$ cat src/rtl/bcs_pkg.sv
package bcs_pkg;
  localparam int REG_W    = 8;
  localparam int PTR_W    = 3;
  localparam int N_LOC    = 6;
  localparam int CFG_CNT  = N_LOC - 1;
  localparam int LAST_PTR = N_LOC - 1;
  localparam int CNT_W    = 4;
  localparam logic [5:0] ADDR_PREFIX = 6'b110000;
  localparam int AI_BIT   = 4;

  typedef enum logic [2:0] {
    ST_IDLE, ST_ADDR, ST_ACK, ST_RX, ST_TX, ST_MACK
  } bus_st_e;

  function automatic logic [REG_W-1:0] cfg_reset(int idx);
    case (idx)
      1, 3:    return 8'hFF;
      2, 4:    return 8'h80;
      5:       return 8'h55;
      default: return 8'h00;
    endcase
  endfunction
endpackage

$ cat src/rtl/bcs_line_sync.sv
module bcs_line_sync (
  input  logic clk_i,
  input  logic rst_ni,
  input  logic scl_i,
  input  logic sda_i,
  output logic sda_s_o,
  output logic scl_rise_o,
  output logic scl_fall_o,
  output logic start_o,
  output logic stop_o
);
  localparam int STAGES = 2;
  logic [STAGES-1:0] scl_q, sda_q;
  logic scl_d, sda_d;

  always_ff @(posedge clk_i or negedge rst_ni) begin
    if (!rst_ni) begin
      scl_q <= '1; sda_q <= '1; scl_d <= 1'b1; sda_d <= 1'b1;
    end else begin
      scl_q <= {scl_q[STAGES-2:0], scl_i};
      sda_q <= {sda_q[STAGES-2:0], sda_i};
      scl_d <= scl_q[STAGES-1];
      sda_d <= sda_q[STAGES-1];
    end
  end

  assign sda_s_o    = sda_q[STAGES-1];
  assign scl_rise_o = scl_q[STAGES-1] & ~scl_d;
  assign scl_fall_o = ~scl_q[STAGES-1] & scl_d;
  assign start_o    = scl_q[STAGES-1] & scl_d & sda_d & ~sda_q[STAGES-1];
  assign stop_o     = scl_q[STAGES-1] & scl_d & ~sda_d & sda_q[STAGES-1];
endmodule

$ cat src/rtl/bcs_bus_fsm.sv
module bcs_bus_fsm
  import bcs_pkg::*;
(
  input  logic             clk_i,
  input  logic             rst_ni,
  input  logic             sda_s_i,
  input  logic             scl_rise_i,
  input  logic             scl_fall_i,
  input  logic             start_i,
  input  logic             stop_i,
  input  logic             addr_sel_i,
  input  logic [REG_W-1:0] rd_data_i,
  output logic             sda_oe_o,
  output logic             cmd_we_o,
  output logic             data_we_o,
  output logic             rd_adv_o,
  output logic [REG_W-1:0] wdata_o
);
  bus_st_e          state_q;
  logic [CNT_W-1:0] cnt_q;
  logic [REG_W-1:0] sh_q;
  logic             rw_q, first_q, nack_q;

  assign wdata_o = sh_q;

  always_ff @(posedge clk_i or negedge rst_ni) begin
    if (!rst_ni) begin
      state_q <= ST_IDLE; cnt_q <= '0; sh_q <= '0;
      rw_q <= 1'b0; first_q <= 1'b0; nack_q <= 1'b1;
      sda_oe_o <= 1'b0; cmd_we_o <= 1'b0; data_we_o <= 1'b0; rd_adv_o <= 1'b0;
    end else begin
      cmd_we_o <= 1'b0; data_we_o <= 1'b0; rd_adv_o <= 1'b0;
      if (start_i) begin
        state_q <= ST_ADDR; cnt_q <= '0; sda_oe_o <= 1'b0;
      end else if (stop_i) begin
        state_q <= ST_IDLE; sda_oe_o <= 1'b0;
      end else begin
        unique case (state_q)
          ST_ADDR, ST_RX: begin
            if (scl_rise_i && cnt_q < CNT_W'(REG_W)) begin
              sh_q  <= {sh_q[REG_W-2:0], sda_s_i};
              cnt_q <= cnt_q + 1'b1;
            end else if (scl_fall_i && cnt_q == CNT_W'(REG_W)) begin
              if (state_q == ST_ADDR) begin
                if (sh_q[REG_W-1:1] == {ADDR_PREFIX, addr_sel_i}) begin
                  rw_q <= sh_q[0]; first_q <= 1'b1;
                  sda_oe_o <= 1'b1; state_q <= ST_ACK;
                end else begin
                  state_q <= ST_IDLE;
                end
              end else begin
                cmd_we_o  <= first_q;
                data_we_o <= ~first_q;
                first_q   <= 1'b0;
                sda_oe_o  <= 1'b1; state_q <= ST_ACK;
              end
            end
          end
          ST_ACK: if (scl_fall_i) begin
            cnt_q <= '0;
            if (rw_q) begin
              sh_q <= rd_data_i; sda_oe_o <= ~rd_data_i[REG_W-1]; state_q <= ST_TX;
            end else begin
              sda_oe_o <= 1'b0; state_q <= ST_RX;
            end
          end
          ST_TX: if (scl_fall_i) begin
            if (cnt_q == CNT_W'(REG_W-1)) begin
              sda_oe_o <= 1'b0; rd_adv_o <= 1'b1; state_q <= ST_MACK;
            end else begin
              sh_q <= {sh_q[REG_W-2:0], 1'b0};
              sda_oe_o <= ~sh_q[REG_W-2];
              cnt_q <= cnt_q + 1'b1;
            end
          end
          ST_MACK: begin
            if (scl_rise_i) nack_q <= sda_s_i;
            else if (scl_fall_i) begin
              if (!nack_q) begin
                sh_q <= rd_data_i; sda_oe_o <= ~rd_data_i[REG_W-1];
                cnt_q <= '0; state_q <= ST_TX;
              end else begin
                state_q <= ST_IDLE;
              end
            end
          end
          default: ;
        endcase
      end
    end
  end
endmodule

$ cat src/rtl/bcs_regfile.sv
module bcs_regfile
  import bcs_pkg::*;
(
  input  logic                            clk_i,
  input  logic                            rst_ni,
  input  logic                            cmd_we_i,
  input  logic                            data_we_i,
  input  logic                            rd_adv_i,
  input  logic [REG_W-1:0]                wdata_i,
  input  logic [1:0]                      pins_i,
  output logic [REG_W-1:0]                rd_data_o,
  output logic [PTR_W-1:0]                ptr_o,
  output logic                            ai_o,
  output logic [CFG_CNT-1:0][REG_W-1:0]   cfg_o
);
  logic [PTR_W-1:0] ptr_q, ptr_nxt;
  logic             ai_q;

  assign ptr_nxt = (ptr_q >= PTR_W'(LAST_PTR)) ? '0 : ptr_q + 1'b1;

  always_ff @(posedge clk_i or negedge rst_ni) begin
    if (!rst_ni) begin
      ptr_q <= '0; ai_q <= 1'b0;
    end else if (cmd_we_i) begin
      ptr_q <= wdata_i[PTR_W-1:0]; ai_q <= wdata_i[AI_BIT];
    end else if ((data_we_i || rd_adv_i) && ai_q) begin
      ptr_q <= ptr_nxt;
    end
  end

  for (genvar g = 0; g < CFG_CNT; g++) begin : g_cfg
    always_ff @(posedge clk_i or negedge rst_ni) begin
      if (!rst_ni)                                  cfg_o[g] <= cfg_reset(g + 1);
      else if (data_we_i && ptr_q == PTR_W'(g + 1)) cfg_o[g] <= wdata_i;
    end
  end

  always_comb begin
    rd_data_o = '0;
    if (ptr_q == '0) rd_data_o = {{(REG_W-2){1'b0}}, pins_i};
    for (int i = 0; i < CFG_CNT; i++)
      if (ptr_q == PTR_W'(i + 1)) rd_data_o = cfg_o[i];
  end

  assign ptr_o = ptr_q;
  assign ai_o  = ai_q;
endmodule

$ cat src/rtl/blink_cfg_slave.sv
module blink_cfg_slave
  import bcs_pkg::*;
(
  input  logic             clk_i,
  input  logic             rst_ni,
  input  logic             scl_i,
  input  logic             sda_i,
  output logic             sda_oe_o,
  input  logic             addr_sel_i,
  input  logic [1:0]       led_pin_i,
  output logic [REG_W-1:0] psc0_o,
  output logic [REG_W-1:0] duty0_o,
  output logic [REG_W-1:0] psc1_o,
  output logic [REG_W-1:0] duty1_o,
  output logic [REG_W-1:0] led_sel_o
);
  logic sda_s_w, scl_rise_w, scl_fall_w, start_w, stop_w;
  logic cmd_we_w, data_we_w, rd_adv_w, ai_w;
  logic [REG_W-1:0] wdata_w, rd_data_w;
  logic [PTR_W-1:0] ptr_w;
  logic [CFG_CNT-1:0][REG_W-1:0] cfg_w;

  bcs_line_sync u_sync (
    .clk_i, .rst_ni, .scl_i, .sda_i,
    .sda_s_o(sda_s_w), .scl_rise_o(scl_rise_w), .scl_fall_o(scl_fall_w),
    .start_o(start_w), .stop_o(stop_w)
  );

  bcs_bus_fsm u_fsm (
    .clk_i, .rst_ni, .sda_s_i(sda_s_w), .scl_rise_i(scl_rise_w),
    .scl_fall_i(scl_fall_w), .start_i(start_w), .stop_i(stop_w),
    .addr_sel_i, .rd_data_i(rd_data_w), .sda_oe_o,
    .cmd_we_o(cmd_we_w), .data_we_o(data_we_w), .rd_adv_o(rd_adv_w),
    .wdata_o(wdata_w)
  );

  bcs_regfile u_regs (
    .clk_i, .rst_ni, .cmd_we_i(cmd_we_w), .data_we_i(data_we_w),
    .rd_adv_i(rd_adv_w), .wdata_i(wdata_w), .pins_i(led_pin_i),
    .rd_data_o(rd_data_w), .ptr_o(ptr_w), .ai_o(ai_w), .cfg_o(cfg_w)
  );

  assign psc0_o    = cfg_w[0];
  assign duty0_o   = cfg_w[1];
  assign psc1_o    = cfg_w[2];
  assign duty1_o   = cfg_w[3];
  assign led_sel_o = cfg_w[4];
endmodule

$ cat config.mk
export PLATFORM = sky130hd
export DESIGN_NAME = blink_cfg_slave
export DESIGN_NICKNAME = d
export VERILOG_FILES = /design/src/rtl/bcs_pkg.sv /design/src/rtl/bcs_line_sync.sv /design/src/rtl/bcs_bus_fsm.sv /design/src/rtl/bcs_regfile.sv /design/src/rtl/blink_cfg_slave.sv
export SDC_FILE = /design/constraint.sdc
export NUM_CORES = 1
export LEC_CHECK = 0
export CAP_MARGIN = 15
export CORE_ASPECT_RATIO = 1.75
export CORE_MARGIN = 8
export CORE_UTILIZATION = 33
export CTS_BUF_LIST = sky130_fd_sc_hd__clkbuf_16
export DETAILED_ROUTE_END_ITERATION = 8
export HOLD_SLACK_MARGIN = 0.06
export PLACE_DENSITY = 0.62
export SLEW_MARGIN = 20
export SYNTH_ARGS = -nofsm -noshare
export SYNTH_HDL_FRONTEND = slang
export SYNTH_SLANG_ARGS = --single-unit
$ cat constraint.sdc
create_clock -name clk_i -period 2.8 [get_ports clk_i]
set_input_delay 0.56 -clock clk_i [delete_from_list [all_inputs] [get_ports clk_i]]
set_output_delay 0.56 -clock clk_i [all_outputs]
set_load 0.01 [all_outputs]
==> results of run 1 <==
==> cell usage after synthesis, drive strengths merged, types with 3 or more instances <==
master	count	share of area
nand2	55	0.057
o21ai	50	0.069
dfrtp	43	0.30
dfstp	29	0.21
mux2	24	0.074
inv	20	0.021
a21oi	19	0.026
clkbuf	18	0.019
nand3	12	0.016
nor2	11	0.011
ha	7	0.024
a211oi	6	0.012
and3	6	0.010
nand2b	6	0.010
o221ai	6	0.014
a221oi	5	0.012
o22ai	5	0.0086
a22oi	4	0.0082
buf	4	0.0062
nor2b	4	0.0069
o21a	4	0.0082
a31oi	3	0.0051
nand3b	3	0.0062
nor3	3	0.0041
==> layout make-up <==
type / instances / area, µm²
clock buffers: 9 / 225
clock inverters: 7 / 80.1
fillers: 1062 / 6400
inverters: 21 / 78.8
multi-input cells: 261 / 1640
flip-flops and latches: 72 / 1840
well taps: 132 / 165
repair buffers: 56 / 546
==> report_power, final <==
part | switching [mW] | total (mW) | internal [mW]
combinational | 0.259 | 0.477 | 0.218
clock | 0.476 | 1.17 | 0.698
sequential | 0.165 | 1.31 | 1.14
==> per-layer routing <==
layer	vias to the layer above	global-route usage
met5	-	0
met4	0	0.0862
met3	24	0.0236
met2	84	0.247
met1	1460	0.141
li1	1440	-
==> kinds of logic (layout without fill, tap and decap cells) <==
kind of cell / Yosys count / in the layout / synth area share
flops: 72 / 72 / 0.504
xor+xnor: 2 / 2 / 0.00480
fa+ha+maj: 7 / 7 / 0.0240
simple gates: 116 / 116 / 0.160
mux: 24 / 24 / 0.0741
compound gates: 112 / 112 / 0.187
buf+inv: 43 / 93 / 0.0463
==> registers in the layout (all words and copies together), names as in the netlist <==
name             count
u_sync.sda_d         1
u_sync.sda_q         2
u_fsm.state_q        3
u_fsm.sda_oe_o       1
u_fsm.data_we_o      1
u_fsm.nack_q         1
u_regs.cfg_o        40
u_fsm.cmd_we_o       1
u_sync.scl_q         2
u_fsm.wdata_o        8
u_regs.ptr_o         3
u_fsm.rw_q           1
u_fsm.rd_adv_o       1
u_fsm.first_q        1
u_fsm.cnt_q          4
u_regs.ai_o          1
u_sync.scl_d         1
==> worst min path at each step <==
stage	startpoint	to	slack [ns]	depth (start not counted)
finish	rst_ni	u_fsm.state_q[1]$_DFFE_PN0P_	0.22	2
global route	rst_ni	u_regs.cfg_o[8]$_DFFE_PN0P_	0.28	2
CTS	rst_ni	u_fsm.state_q[2]$_DFFE_PN0P_	0.25	2
detailed placement	u_sync.sda_q[0]$_DFF_PN1_	u_sync.sda_q[1]$_DFF_PN1_	0.35	0
global placement	u_sync.scl_q[0]$_DFF_PN1_	u_sync.scl_q[1]$_DFF_PN1_	0.35	0
floorplan	rst_ni	u_fsm.cmd_we_o$_DFF_PN0_	0.26	0
==> stage by stage <==
| stage | area (µm²) | hold WS (ns) |
|---|---|---|
| 6_report | 4570 | 0.217 |
| 5_1_grt | 4570 | 0.278 |
| 3_3_place_gp | 4270 | 0.346 |
| 4_1_cts | 4570 | 0.251 |
| 3_5_place_dp | 4270 | 0.349 |
| 2_1_floorplan | 3650 | 0.264 |
==> flow_summary.json, run 1 <==
{
  "cts_sinks": 72,
  "grt_pass1_vias": 2963,
  "critical-path-max-stage-delay_ns": 0.74,
  "nets": 435,
  "crit_end": "u_fsm.wdata_o[2]$_DFFE_PN0P_",
  "worstMarginPinSlew_ns": 0.790,
  "grt_remaining_overflow": 0,
  "diodes": 0,
  "synthFlopType": "dfrtp_1",
  "critical-path-slowest-cell": "nor4b_1",
  "period_needed_ns": 2.46,
  "hold_viol": 0,
  "via_per_inst": 5.39,
  "min_path_type": "in2async",
  "crit_start": "u_regs.ptr_o[0]$_DFFE_PN0P_",
  "area_growth_pct": 25.4,
  "rrSetupSlack_ns": 0.34,
  "cts_hold_buffers": 0,
  "syn-cell-area_um2": 3650,
  "syn_area_per_cell_um2": 9.70,
  "power_leakage_nw": 1.85,
  "setup_total_negative_slack_ns": 0,
  "crit_chain": "ha_1, ha_1, nor4b_1, a221oi_1, o221ai_1, mux2_2",
  "clock.fmax_mhz": 406,
  "dp.cells": 542,
  "met3_length_um": 399,
  "dp_hpwl_mm": 7.36,
  "routed_wl_mm": 9.86,
  "dr.pass1.iters": 5,
  "critPathCaptureType": "register",
  "initial_utilization": 0.332,
  "io_pins": 48,
  "ys_warn_count": 0,
  "path_depth": 6,
  "routed.top_layer": "met4",
  "synth.net_count": 390,
  "yosysSeqAreaShare": 0.504,
  "antenna_found_initial": 0,
  "design.core.area_um2": 11000,
  "grt_setup_unrepaired": "false",
  "slew_headroom": 0.466,
  "wl_met1_mm": 3.67,
  "period_share": 0.880,
  "synth_edf_count": 0,
  "path_clk_slew_ns": 0.06,
  "crit_path_max_fanout": 18,
  "dieArea_um2": 14800,
  "ant_nets": 0,
  "cp_data_arrival_time_ns": 2.75,
  "ys_ff_latch": 72,
  "cts-root-buf": "clkbuf_16",
  "mostFrequentLayoutCells": "nand2_1, o21ai_0, clkdlybuf4s50_1",
  "row_count": 51,
  "groute.usage.overall": 0.138,
  "power.total_mw": 2.96,
  "cp_data_required_time_ns": 3.08,
  "post-place-ws_ns": 0.364,
  "wl_met2_mm": 5.44,
  "drtIter0Drc": 158,
  "htree_levels": 3,
  "drv_cap": 0,
  "layout_commonest_cell": "nand2_1",
  "power_density_nw_per_um2": 647,
  "r2r_start": "u_regs.ptr_o[0]$_DFFE_PN0P_",
  "grt_max_degree": 73,
  "cts.path.max_buffers": 2,
  "die_h_um": 155,
  "worstSetupStartpointType": "register",
  "ys_types": 48,
  "setup_slack_ns": 0.335,
  "syn_inst": 376,
  "cts_buffers": 9,
  "cp_top_family": "simple AND/OR/NAND/NOR gates",
  "gp_congestion": 0.862,
  "cts_tree": "yes",
  "postCtsResizedCells": 0,
  "num_vias": 3008,
  "slew_viol_final": 0,
  "cp_common_cell": "ha_1",
  "reg2reg_to": "u_fsm.wdata_o[2]$_DFFE_PN0P_",
  "path_buf_inv": 0,
  "wire_per_inst_um": 17.7,
  "crit_type": "reg2reg",
  "status": "completed",
  "drcViolationCount": 0,
  "drive_gt1_frac": 0.192,
  "setup_violations": 0,
  "finalNonFillerCells": 558,
  "clock_latency_ns": 0.34,
  "fin_skew_ns": 0.00648,
  "portBuffers": 47,
  "cts_setup_buffers": 0,
  "r2r_cells": 6,
  "final_util": 0.417,
  "async_flop_share": 1.00,
  "fp.dieW_um": 95.5,
  "irDropWorstVdd_mv": 0.348,
  "grt_pass1_wl_mm": 15.6
}
Power figures use the tool's default switching activity.
==> run 2: changes to the inputs <==
--- a/config.mk
+++ b/config.mk
@@ -7,5 +7,5 @@
 export LEC_CHECK = 0
 export CAP_MARGIN = 15
-export CORE_ASPECT_RATIO = 1.75
+export CORE_ASPECT_RATIO = 0.8
 export CORE_MARGIN = 8
 export CORE_UTILIZATION = 33
==> constraint.sdc (replaced) <==
create_clock -name clk_i -period 2.8 [get_ports clk_i]
set_input_delay 0.28 -clock clk_i [delete_from_list [all_inputs] [get_ports clk_i]]
set_output_delay 0.28 -clock clk_i [all_outputs]
set_load 0.01 [all_outputs]
==> flow_summary.json, run 2 (same netlist as run 1, synthesis figures left out) <==
{
  "status": "completed",
  "setup_total_negative_slack_ns": 0,
  "ant_nets": 0,
  "row_count": 34,
  "path_buf_inv": 0,
  "grt_pass1_vias": 3018,
  "irDropWorstVdd_mv": 0.366,
  "cts_setup_buffers": 0,
  "drtIter0Drc": 228,
  "cts-root-buf": "clkbuf_16",
  "portBuffers": 47,
  "die_h_um": 110,
  "postCtsResizedCells": 0,
  "path_clk_slew_ns": 0.06,
  "io_pins": 48,
  "crit_chain": "nor2b_1, a31oi_1, a2bb2oi_1, nor4_4, mux2_2",
  "r2r_start": "u_sync.scl_d$_DFF_PN1_",
  "cp_data_arrival_time_ns": 2.52,
  "fp.dieW_um": 134,
  "power_density_nw_per_um2": 664,
  "worstMarginPinSlew_ns": 0.761,
  "setup_violations": 0,
  "period_needed_ns": 2.31,
  "num_vias": 3067,
  "gp_congestion": 0.850,
  "groute.usage.overall": 0.142,
  "via_per_inst": 5.36,
  "slew_viol_final": 0,
  "grt_remaining_overflow": 0,
  "dp_hpwl_mm": 7.21,
  "path_depth": 5,
  "critical-path-max-stage-delay_ns": 0.65,
  "dieArea_um2": 14700,
  "grt_pass1_wl_mm": 16.6,
  "largest_reg_flops": 40,
  "final_util": 0.428,
  "fin_skew_ns": 0.00571,
  "crit_path_max_fanout": 8,
  "cp_data_required_time_ns": 3.02,
  "post-place-ws_ns": 0.487,
  "setup_slack_ns": 0.491,
  "cts_tree": "yes",
  "r2r_cells": 5,
  "grt_setup_unrepaired": "false",
  "grt_max_degree": 42,
  "min_path_type": "in2async",
  "top_register": "u_regs.cfg_o",
  "drive_gt1_frac": 0.189,
  "clock_latency_ns": 0.34,
  "cp_top_family": "simple AND/OR/NAND/NOR gates",
  "antenna_found_initial": 0,
  "drcViolationCount": 0,
  "clock.fmax_mhz": 433,
  "htree_levels": 3,
  "slew_headroom": 0.490,
  "period_share": 0.825,
  "nets": 437,
  "drv_cap": 0,
  "power_leakage_nw": 1.88,
  "hold_viol": 0,
  "cts.path.max_buffers": 2,
  "worstSetupStartpointType": "register",
  "routed_wl_mm": 10.0,
  "critical-path-slowest-cell": "nor4_4",
  "crit_type": "reg2reg",
  "dr.pass1.iters": 4,
  "cts_sinks": 72,
  "design.core.area_um2": 10800,
  "rrSetupSlack_ns": 0.49,
  "critPathCaptureType": "register",
  "reg2reg_to": "u_fsm.wdata_o[4]$_DFFE_PN0P_",
  "power.total_mw": 3.07,
  "wire_per_inst_um": 17.6,
  "initial_utilization": 0.338,
  "area_growth_pct": 26.8,
  "layout_commonest_cell": "nand2_1",
  "cts_buffers": 9,
  "mostFrequentLayoutCells": "nand2_1, o21ai_0, clkdlybuf4s50_1",
  "diodes": 0
}
run 2: power by group:
group | switching [mW] | internal (mW) | total [mW]
combinational | 0.262 | 0.213 | 0.474
sequential | 0.155 | 1.14 | 1.30
clock | 0.435 | 0.863 | 1.30
total | 0.851 | 2.22 | 3.07
run 2: per-layer routing:
layer | global-route usage | up-vias | share of wire
met5 | 0 | - | 0
met3 | 0.0448 | 9 | 0.061
li1 | - | 1439 | -
met4 | 0.0560 | 0 | 0.012
met2 | 0.209 | 77 | 0.45
met1 | 0.192 | 1542 | 0.48
run 2: worst max path at each step:
| stage | startpoint | to | slack (ns) |
|---|---|---|---|
| after floorplan | u_regs.ptr_o[2]$_DFFE_PN0P_ | u_fsm.wdata_o[2]$_DFFE_PN0P_ | 0.60 |
| after global placement | u_sync.scl_d$_DFF_PN1_ | u_fsm.wdata_o[5]$_DFFE_PN0P_ | 0.51 |
| after detailed placement | u_sync.scl_d$_DFF_PN1_ | u_fsm.wdata_o[4]$_DFFE_PN0P_ | 0.49 |
| after CTS | u_sync.scl_d$_DFF_PN1_ | u_fsm.wdata_o[4]$_DFFE_PN0P_ | 0.47 |
| after global routing | u_fsm.state_q[1]$_DFFE_PN0P_ | u_fsm.cnt_q[0]$_DFFE_PN0P_ | 0.29 |
| final | u_sync.scl_d$_DFF_PN1_ | u_fsm.wdata_o[4]$_DFFE_PN0P_ | 0.49 |
run 2: layout make-up:
| type | instances | area [µm²] |
|---|---|---|
| fill | 1082 | 6180 |
| sequential | 72 | 1840 |
| multi-input combinational | 261 | 1640 |
| timing repair buffer | 58 | 551 |
| clock buffer | 9 | 225 |
| tap | 144 | 180 |
| clock inverter | 7 | 111 |
| inverter | 21 | 78.8 |
run 2: through the flow:
stage | instances | instance area [µm²] | hold WS, ns
after CTS | 572 | 4620 | 0.274
final | 572 | 4620 | 0.279
after detailed placement | 555 | 4280 | 0.0971
after global placement | 555 | 4280 | 0.0952
after global routing | 572 | 4620 | 0.302
after floorplan | 376 | 3650 | -0.0156
run 2: worst reg2reg max path: cells and delay by family, from the launching register on:
family             cells  cell delay (ns)
and+or+nand+nor        2             0.90
AOI/OAI and AO/OA      2             0.29
muxes                  1             0.42
DFF                    1             0.58
run 2: timing repair:
| item | in CTS | in global routing |
|---|---|---|
| endpoints found under the setup margin | 0 | 0 |
| hold buffers | 1 | 0 |
| endpoints found under the hold margin | 7 | 0 |
